File: src/rtl/sha256_pkg.sv
package sha256_pkg;
  localparam int WORD_W   = 32;
  localparam int HWORDS   = 8;
  localparam int BWORDS   = 16;
  localparam int ROUNDS   = 64;
  localparam int RND_W    = $clog2(ROUNDS);
  localparam int DIGEST_W = WORD_W * HWORDS;
  localparam int BLOCK_W  = WORD_W * BWORDS;

  typedef logic [WORD_W-1:0]            word_t;
  typedef logic [0:HWORDS-1][WORD_W-1:0] hstate_t;
  typedef logic [0:BWORDS-1][WORD_W-1:0] blk_t;

  localparam logic [DIGEST_W-1:0] SHA_IV =
    256'h6a09e667_bb67ae85_3c6ef372_a54ff53a_510e527f_9b05688c_1f83d9ab_5be0cd19;

  localparam word_t SHA_K [0:ROUNDS-1] = '{
    32'h428a2f98, 32'h71374491, 32'hb5c0fbcf, 32'he9b5dba5, 32'h3956c25b, 32'h59f111f1, 32'h923f82a4, 32'hab1c5ed5,
    32'hd807aa98, 32'h12835b01, 32'h243185be, 32'h550c7dc3, 32'h72be5d74, 32'h80deb1fe, 32'h9bdc06a7, 32'hc19bf174,
    32'he49b69c1, 32'hefbe4786, 32'h0fc19dc6, 32'h240ca1cc, 32'h2de92c6f, 32'h4a7484aa, 32'h5cb0a9dc, 32'h76f988da,
    32'h983e5152, 32'ha831c66d, 32'hb00327c8, 32'hbf597fc7, 32'hc6e00bf3, 32'hd5a79147, 32'h06ca6351, 32'h14292967,
    32'h27b70a85, 32'h2e1b2138, 32'h4d2c6dfc, 32'h53380d13, 32'h650a7354, 32'h766a0abb, 32'h81c2c92e, 32'h92722c85,
    32'ha2bfe8a1, 32'ha81a664b, 32'hc24b8b70, 32'hc76c51a3, 32'hd192e819, 32'hd6990624, 32'hf40e3585, 32'h106aa070,
    32'h19a4c116, 32'h1e376c08, 32'h2748774c, 32'h34b0bcb5, 32'h391c0cb3, 32'h4ed8aa4a, 32'h5b9cca4f, 32'h682e6ff3,
    32'h748f82ee, 32'h78a5636f, 32'h84c87814, 32'h8cc70208, 32'h90befffa, 32'ha4506ceb, 32'hbef9a3f7, 32'hc67178f2
  };

  function automatic word_t rotr(word_t x, int n);
    return (x >> n) | (x << (WORD_W - n));
  endfunction

  function automatic word_t big_s0(word_t x);
    return rotr(x, 2) ^ rotr(x, 13) ^ rotr(x, 22);
  endfunction

  function automatic word_t big_s1(word_t x);
    return rotr(x, 6) ^ rotr(x, 11) ^ rotr(x, 25);
  endfunction

  function automatic word_t sml_s0(word_t x);
    return rotr(x, 7) ^ rotr(x, 18) ^ (x >> 3);
  endfunction

  function automatic word_t sml_s1(word_t x);
    return rotr(x, 17) ^ rotr(x, 19) ^ (x >> 10);
  endfunction
endpackage

File: src/rtl/sha256_sched.sv
module sha256_sched
  import sha256_pkg::*;
(
  input  logic                clk_i,
  input  logic                rst_ni,
  input  logic                load_i,
  input  logic                shift_i,
  input  logic [BLOCK_W-1:0]  block_i,
  output word_t               w_o
);
  blk_t  win_q;
  blk_t  blk;
  word_t w_new;

  assign blk   = blk_t'(block_i);
  assign w_new = sml_s1(win_q[BWORDS-2]) + win_q[BWORDS-7] + sml_s0(win_q[1]) + win_q[0];
  assign w_o   = win_q[0];

  for (genvar i = 0; i < BWORDS; i++) begin : g_win
    always_ff @(posedge clk_i or negedge rst_ni) begin
      if (!rst_ni)      win_q[i] <= '0;
      else if (load_i)  win_q[i] <= blk[i];
      else if (shift_i) win_q[i] <= (i == BWORDS-1) ? w_new : win_q[(i + 1) % BWORDS];
    end
  end
endmodule

File: src/rtl/sha256_round.sv
module sha256_round
  import sha256_pkg::*;
(
  input  hstate_t st_i,
  input  word_t   k_i,
  input  word_t   w_i,
  output hstate_t st_o
);
  word_t t1, t2;

  always_comb begin
    t1 = st_i[7] + big_s1(st_i[4]) + ((st_i[4] & st_i[5]) ^ (~st_i[4] & st_i[6])) + k_i + w_i;
    t2 = big_s0(st_i[0]) + ((st_i[0] & st_i[1]) ^ (st_i[0] & st_i[2]) ^ (st_i[1] & st_i[2]));
    st_o    = st_i;
    st_o[0] = t1 + t2;
    st_o[1] = st_i[0];
    st_o[2] = st_i[1];
    st_o[3] = st_i[2];
    st_o[4] = st_i[3] + t1;
    st_o[5] = st_i[4];
    st_o[6] = st_i[5];
    st_o[7] = st_i[6];
  end
endmodule

File: src/rtl/sha256_resume_core.sv
module sha256_resume_core
  import sha256_pkg::*;
(
  input  logic                clk_i,
  input  logic                rst_ni,
  input  logic                init_i,
  input  logic                next_i,
  input  logic [BLOCK_W-1:0]  block_i,
  input  logic [WORD_W-1:0]   wr_data_i,
  input  logic [HWORDS-1:0]   wr_en_i,
  output logic                ready_o,
  output logic [DIGEST_W-1:0] digest_o,
  output logic                digest_valid_o
);
  typedef enum logic [1:0] {ST_IDLE, ST_ROUND, ST_FINAL} st_t;

  localparam hstate_t IV_WORDS = hstate_t'(SHA_IV);

  st_t              st_q;
  logic [RND_W-1:0] rnd_q;
  hstate_t          h_q, ws_q, ws_nxt;
  logic             valid_q;
  logic             start;
  word_t            w_cur;

  assign ready_o        = (st_q == ST_IDLE);
  assign start          = ready_o && (init_i || next_i);
  assign digest_o       = h_q;
  assign digest_valid_o = valid_q;

  sha256_sched u_sched (
    .clk_i   (clk_i),
    .rst_ni  (rst_ni),
    .load_i  (start),
    .shift_i (st_q == ST_ROUND),
    .block_i (block_i),
    .w_o     (w_cur)
  );

  sha256_round u_round (
    .st_i (ws_q),
    .k_i  (SHA_K[rnd_q]),
    .w_i  (w_cur),
    .st_o (ws_nxt)
  );

  always_ff @(posedge clk_i or negedge rst_ni) begin
    if (!rst_ni) begin
      st_q    <= ST_IDLE;
      rnd_q   <= '0;
      ws_q    <= '0;
      valid_q <= 1'b0;
    end else begin
      unique case (st_q)
        ST_IDLE: begin
          if (start) begin
            st_q    <= ST_ROUND;
            rnd_q   <= '0;
            ws_q    <= init_i ? IV_WORDS : h_q;
            valid_q <= 1'b0;
          end else if (|wr_en_i) begin
            valid_q <= 1'b0;
          end
        end
        ST_ROUND: begin
          ws_q  <= ws_nxt;
          rnd_q <= rnd_q + 1'b1;
          if (rnd_q == RND_W'(ROUNDS - 1)) st_q <= ST_FINAL;
        end
        ST_FINAL: begin
          st_q    <= ST_IDLE;
          valid_q <= 1'b1;
        end
        default: st_q <= ST_IDLE;
      endcase
    end
  end

  // chaining words: restart, feed-forward, or restore write
  for (genvar i = 0; i < HWORDS; i++) begin : g_hreg
    always_ff @(posedge clk_i or negedge rst_ni) begin
      if (!rst_ni)                         h_q[i] <= '0;
      else if (start && init_i)            h_q[i] <= IV_WORDS[i];
      else if (st_q == ST_FINAL)           h_q[i] <= h_q[i] + ws_q[i];
      else if (ready_o && !start && wr_en_i[i]) h_q[i] <= wr_data_i;
    end
  end
endmodule

File: config.mk
export PLATFORM = sky130hd
export DESIGN_NAME = sha256_resume_core
export DESIGN_NICKNAME = d
export VERILOG_FILES = /design/src/rtl/sha256_pkg.sv /design/src/rtl/sha256_sched.sv /design/src/rtl/sha256_round.sv /design/src/rtl/sha256_resume_core.sv
export SDC_FILE = /design/constraint.sdc
export NUM_CORES = 2
export LEC_CHECK = 0
export BUFFER_PORTS_ARGS = -buffer_cell sky130_fd_sc_hd__clkbuf_2
export CORE_MARGIN = 4
export CORE_UTILIZATION = 35
export CTS_CLUSTER_SIZE = 10
export DETAILED_ROUTE_END_ITERATION = 12
export HOLD_SLACK_MARGIN = 0.15
export PLACE_DENSITY = 0.51
export SLEW_MARGIN = 20
export SYNTH_ARGS = -nofsm -noshare
export SYNTH_HDL_FRONTEND = slang
export SYNTH_SLANG_ARGS = --single-unit
export TNS_END_PERCENT = 20
File: constraint.sdc
create_clock -name clk_i -period 22.7 [get_ports clk_i]
set_input_delay 2.27 -clock clk_i [delete_from_list [all_inputs] [get_ports clk_i]]
set_output_delay 2.27 -clock clk_i [all_outputs]
set_load 0.01 [all_outputs]
After elaboration in Yosys (flattened, before gate mapping)
Memories as Yosys holds them, arrays and structs flattened.
Cells that the tools add are included.
{ "op_classes": {"magnitude_cmp": 1, "addsub": 19, "n_reduce_logical": 29, "muxes": 69, "n_eq_ne": 6, "bitwise": 28} }
{ "ops": {"columns": ["cell", "n"], "rows": [
  ["2-to-1 mux 32 bit", 58],
  ["adder 32 bit", 18],
  ["2-to-1 mux 256 bit", 2],
  ["case mux 256 bit (2 select lines)", 1],
  ["bitwise XOR 32 bit", 9],
  ["bitwise AND 32 bit", 5],
  ["NOT 32 bit", 1],
  ["bitwise OR 10 x 32 -> 32 bit", 1],
  ["bitwise OR 13 x 32 -> 32 bit", 1],
  ["bitwise OR 14 x 32 -> 32 bit", 1],
  ["bitwise OR 15 x 32 -> 32 bit", 1],
  ["bitwise OR 19 x 32 -> 32 bit", 1],
  ["bitwise OR 21 x 32 -> 32 bit", 1],
  ["bitwise OR 25 x 32 -> 32 bit", 1],
  ["bitwise OR 26 x 32 -> 32 bit", 1],
  ["bitwise OR 30 x 32 -> 32 bit", 1],
  ["bitwise OR 7 x 32 -> 32 bit", 1],
  ["bitwise XOR 32 x 22 -> 32 bit", 1],
  ["bitwise XOR 32 x 29 -> 32 bit", 1],
  ["nonzero test 3 bit", 8],
  ["case mux 6 bit (2 select lines)", 1],
  ["logical AND 1 bit", 11],
  ["OR reduction 8 bit", 1],
  ["greater-or-equal comparator 7 bit, second input constant", 1],
  ["other kinds (18)", 24]
]} }
{ "totals": {"ff_bits": 1033, "output_inout_bits": 258, "romBits": 2048, "inputBits": 556, "n_memories": 1} }
{ "mem_list": {"columns": ["name", "depth", "word_bits", "rd", "rd_clocked_by_memory_dff", "write_ports", "line_no", "source"], "rows": [
  ["(no name shown)", 64, 32, 1, 0, 0, "sha256_resume_core.sv:42", ".k_i (SHA_K[rnd_q]),"]
]} }

Logic depth before layout (Yosys ltp)
{ "logic_depth": {"word_depth": 9, "depth_mapped": 36, "ltp_nobuf": 35} }

Modules after synthesis
Synthesis repeated with hierarchy kept, for this count alone.
{ "unflattened": {"cells_unflattened": 9050, "hier_area_um2": 77684.5} }
{ "by_module_without_submodules": {"columns": ["module", "seq_area_each_um2", "n_inst", "cells_each", "area_per_inst_um2"], "rows": [
  ["sha256_resume_core", 13037.5, 1, 4835, 38660.8],
  ["sha256_sched", 12812.3, 1, 2850, 27885.5],
  ["sha256_round", 0.0, 1, 1365, 11138.2]
]} }

Worst setup path after synthesis
Ideal clock, no wire load.
{ "synth_timing": {"kind": "reg2reg", "start": "reg rnd_q[1]", "end": "reg ws_q[255] (netlist bit)", "required_ns": 22.563, "arrival_time_ns": 7.358, "stages_incl_launch_ff": 36, "setup_time_ns": 0.137, "slack_ns": 15.205, "n_path_buf": 2, "cell_sequence": "dfrtp_1 > clkbuf_1 > inv_1 > ha_1 > clkbuf_1 > nand2_1 > nand2_1 > o31ai_1 > mux4_2 > fa_1 > inv_1 > ha_1 > a21o_1 > a21oi_1 > o21bai_1 > a31oi_1 > o21ai_0 > a21oi_1 > nor2b_1 > o21ai_0 > nand2b_1 > a21oi_1 > xnor2_1 > fa_1 > ha_1 > and3_1 > a221oi_1 > nor2_1 > nor3_1 > a211o_1 > a21oi_2 > a211o_1 > a21oi_1 > xnor2_1 > xnor2_1 > a21oi_1"} }
{ "synth_between": {"elab_chain_len": 8} }
{ "synth_lines": {"columns": ["item", "line_no", "source"], "rows": [
  ["from (decl)", "sha256_resume_core.sv:20", "logic [RND_W-1:0] rnd_q;"],
  ["from (signal assigned)", "sha256_resume_core.sv:67", "rnd_q <= rnd_q + 1'b1;"],
  ["NOT 6 -> 7 bit (not written as such)", "sha256_resume_core.sv:42", null],
  ["memory (64 x 32 bit)", null, null],
  ["2-to-1 mux 32 bit (not written as such) (2 in series)", "sha256_resume_core.sv:42", null],
  ["adder 32 bit (2 in series)", "sha256_round.sv:12", "t1 = st_i[7] + big_s1(st_i[4]) + ((st_i[4] & st_i[5]) ^ (~st_i[4] & st_i[6])) + k_i + w_i;"],
  ["adder 32 bit", "sha256_round.sv:15", "st_o[0] = t1 + t2;"],
  ["case mux 256 bit (2 select lines)", "sha256_resume_core.sv:54", "unique case (st_q)"],
  ["to (signal assigned)", "sha256_resume_core.sv:59", "ws_q <= init_i ? IV_WORDS : h_q;"],
  ["to (signal assigned)", "sha256_resume_core.sv:66", "ws_q <= ws_nxt;"],
  ["to (decl)", "sha256_resume_core.sv:21", "hstate_t h_q, ws_q, ws_nxt;"]
]} }
Every way passes these cells. The select of a mux whose other input is x is not followed.
A chain may end at the register's enable or synchronous reset.

Final worst setup path
Ends and elaborated chain as after synthesis.

==> qor.tcl <==
set qor(run_status) {finished, final reports clean}
set qor(final_antenna_net_count) 0
set qor(placementRows) 166
set qor(top_layer_used_by_detailed_routing) {met5}
set qor(most-common-layout-cells) {1553 x sky130_fd_sc_hd__nand2_1, 1031 x sky130_fd_sc_hd__dfrtp_1, 811 x sky130_fd_sc_hd__clkbuf_2, 600 x sky130_fd_sc_hd__a21oi_1, 558 x sky130_fd_sc_hd__o21ai_0}
set qor(setup.worst_path.class) {reg2reg}
set qor(slew_viol_final) 0
set qor(synth-async-reset-ratio) 1.00
set qor(worst-endpoint-arrival_ns) 9.81
set qor(synth.distinct_cells) 103
set qor(ys_ff_latch) 1033
set qor(finalCritPeriodShare) 0.404
set qor(grt_max_degree) 198
set qor(boundaryPins) 814
set qor(die-width_um) 462
set qor(finalNetCount) 10000
set qor(timing.hold.worst.class) {reg2reg}
set qor(dp_hpwl_mm) 282
set qor(layout.cells.most_common) {sky130_fd_sc_hd__nand2_1}
set qor(cts_htree_levels) 4
set qor(synth.yosys.seq_area_share) 0.358
set qor(dr_wl_met2_mm) 150
set qor(cp_common_cell) {sky130_fd_sc_hd__a21oi_1}
set qor(grt_pass1_vias) 65800
set qor(crit_slowest_cell) {sky130_fd_sc_hd__dfrtp_1}
set qor(gr-total-overflow) 0
set qor(wl_met1_mm) 163
set qor(final_layout_size_suffix_gt1_frac) 0.139
set qor(period_needed_ns) 9.16
set qor(finalWeightedCongestion) 1.00
set qor(drt_iter0_markers) 8491
set qor(cts.sink_count) 1033
set qor(worstSetupEndpointType) {register}
set qor(setup_repair_after_global_routing_missed_its_margin) {false}
set qor(max_freq_mhz) 109
set qor(cts-hold-fix-buffers) 0
set qor(finalHoldViolCount) 0
set qor(num_vias) 70200
set qor(effective_utilization_at_floorplan) 0.353
set qor(slew_headroom) 0.159
set qor(cap_violations) 0
set qor(area.growth.synth_to_final_pct) 15.3
set qor(required_ns) 23.35
set qor(antenna_found_initial) 76
set qor(setup_total_negative_slack_ns) 0
set qor(insertion_delay_ns) 0.80
set qor(cts_resized) 0
set qor(syn-mean-instance-area_um2) 8.62
set qor(total_core_area_mm2) 0.205
set qor(crit_fanout) 16
set qor(synth_fp_nets) 9537
set qor(drt-pass1-iter-count) 6
set qor(detailroute.wirelength.met3_mm) 40.9
set qor(drt-wirelength-per-cell_um) 31.5
set qor(clk_transition_reported_paths_ns) 0.06
set qor(postCtsSetupRepairBufs) 0
set qor(port-buffer-count) 813
set qor(cts_inserted_buffers) 138
set qor(startpoint_type) {register}
set qor(synth_area_mm2) 0.0723
set qor(cts_buffer_depth) 3
set qor(synth_edf_count) 0
set qor(postSynthCellCount) 8390
set qor(clock-root-buffer) {sky130_fd_sc_hd__clkbuf_16}
set qor(ys.flop_type) {sky130_fd_sc_hd__dfrtp_1}
set qor(critPathMaxStageDelay_ns) 0.79
set qor(globalRouteTotalUtil) 0.331
set qor(synthesis.yosys.warnings) 0
set qor(n_fill_cell) 20800
set qor(die_y_um) 462
set qor(viasPerCell) 5.99
set qor(post_layout_util) 0.406
set qor(cts_tree) {built}
set qor(finalWirelength_mm) 369
set qor(grt_first_pass_wirelength_mm) 511
set qor(drc) 0
set qor(design.die.area_mm2) 0.214
set qor(clock-skew-final_ns) 0.0435
set qor(final-setup-viol-count) 0
set qor(max_slew.worst_pin.slew_ns) 1.26
[metal layers]
layer / vias up / GRT usage
met2: 3598 / 0.456
li1: 30600 / -
met5: - / 0
met1: 35400 / 0.476
met4: 40 / 0.129
met3: 610 / 0.107
[Yosys cell counts, types with 17 or more instances]
master,instances,area [µm²]
sky130_fd_sc_hd__a211oi_1,62,465
sky130_fd_sc_hd__inv_1,329,1230
sky130_fd_sc_hd__or3_1,46,288
sky130_fd_sc_hd__nor3b_1,118,886
sky130_fd_sc_hd__o21ai_1,18,90.1
sky130_fd_sc_hd__o21bai_1,45,338
sky130_fd_sc_hd__and2_1,25,156
sky130_fd_sc_hd__mux2i_1,33,330
sky130_fd_sc_hd__nor2b_1,45,282
sky130_fd_sc_hd__o22ai_1,30,188
sky130_fd_sc_hd__fa_1,195,3900
sky130_fd_sc_hd__nand3_1,83,415
sky130_fd_sc_hd__nand2b_1,80,500
sky130_fd_sc_hd__o21a_1,49,368
sky130_fd_sc_hd__nor2_1,383,1440
sky130_fd_sc_hd__and3_1,42,263
sky130_fd_sc_hd__a22oi_1,499,3750
sky130_fd_sc_hd__a21o_1,196,1470
sky130_fd_sc_hd__a22o_1,61,534
sky130_fd_sc_hd__nor3_1,177,886
sky130_fd_sc_hd__nand2_1,1555,5840
sky130_fd_sc_hd__maj3_1,22,220
sky130_fd_sc_hd__a31oi_1,73,457
sky130_fd_sc_hd__ha_1,396,4950
sky130_fd_sc_hd__a21oi_1,605,3030
sky130_fd_sc_hd__clkbuf_1,536,2010
sky130_fd_sc_hd__xor2_1,158,1380
sky130_fd_sc_hd__o211ai_1,45,338
sky130_fd_sc_hd__or2_2,17,106
sky130_fd_sc_hd__a211o_1,23,201
sky130_fd_sc_hd__dfrtp_1,1033,25800
sky130_fd_sc_hd__o21ai_0,561,2810
sky130_fd_sc_hd__o31ai_1,145,1090
sky130_fd_sc_hd__xnor2_1,408,3570
sky130_fd_sc_hd__buf_1,37,139
sky130_fd_sc_hd__o221ai_1,33,289
[through the flow]
stage	instance area, µm²	hold slack (ns)	cells	worst slack, ns
after floorplan	72300	0.446	8390	15.21
after global placement	78700	0.457	11400	13.62
after detailed placement	78700	0.463	11400	13.67
after CTS	83200	0.476	11700	13.68
after global routing	83300	0.485	11700	12.98
final	83300	0.472	11700	13.54
[sequential cells by signal (all words and copies together), names as in the netlist]
| register | cells |
|---|---|
| u_sched.win_q | 480 |
| digest_o | 256 |
| ws_q | 256 |
| u_sched.w_o | 32 |
| rnd_q | 6 |
| st_q | 2 |
| digest_valid_o | 1 |
[worst paths after layout]
path	start	endpoint	slack, ns	cells past startpoint
min in group asynchronous	rst_ni	digest_o[89]	1.54	1
worst max register to register	rnd_q[1]	ws_q[255]	13.54	33
max in group asynchronous	rst_ni	u_sched.win_q[395]	17.23	5
worst max-delay path	rnd_q[1]	ws_q[255]	13.54	33
worst min register to register	u_sched.win_q[444]	u_sched.win_q[444]	0.47	2
worst min-delay path	u_sched.win_q[444]	u_sched.win_q[444]	0.47	2
[cells by family (layout without fill, tap and decap cells)]
logic type / count (synthesis) / after routing / synth area share
buffers and inverters: 904 / 1497 / 0.0469
multiplexers: 50 / 50 / 0.00831
AO/OA/AOI/OAI: 2602 / 2602 / 0.235
flip-flops: 1033 / 1033 / 0.358
AND/OR/NAND/NOR: 2622 / 2622 / 0.158
XOR/XNOR: 566 / 566 / 0.0686
other: 0 / 51 / 0
adder cells (fa/ha/maj): 613 / 613 / 0.126
[layout make-up]
cell class | instances | area (µm²) | share of cell area
diodes | 51 | 128 | 0.00153
clock buffers | 187 | 3900 | 0.0468
clock inverters | 39 | 522 | 0.00626
inverters | 331 | 1240 | 0.0149
multi-input cells | 6453 | 43200 | 0.518
flip-flops and latches | 1033 | 25900 | 0.310
well taps | 2688 | 3360 | 0.0404
repair buffers | 940 | 5160 | 0.0620
[critical path, delay by kind of cell, from the launching register on]
kind | cells | cell delay, ns
compound gates | 15 | 2.94
fa+ha+maj | 5 | 2.48
simple gates | 7 | 1.32
flops | 1 | 0.79
mux | 1 | 0.55
xor+xnor | 3 | 0.52
buf+inv | 2 | 0.42
Power is left out: the tool's default activity adds up to more than one toggle a clock period on the data nets, which glitch-free logic cannot reach.
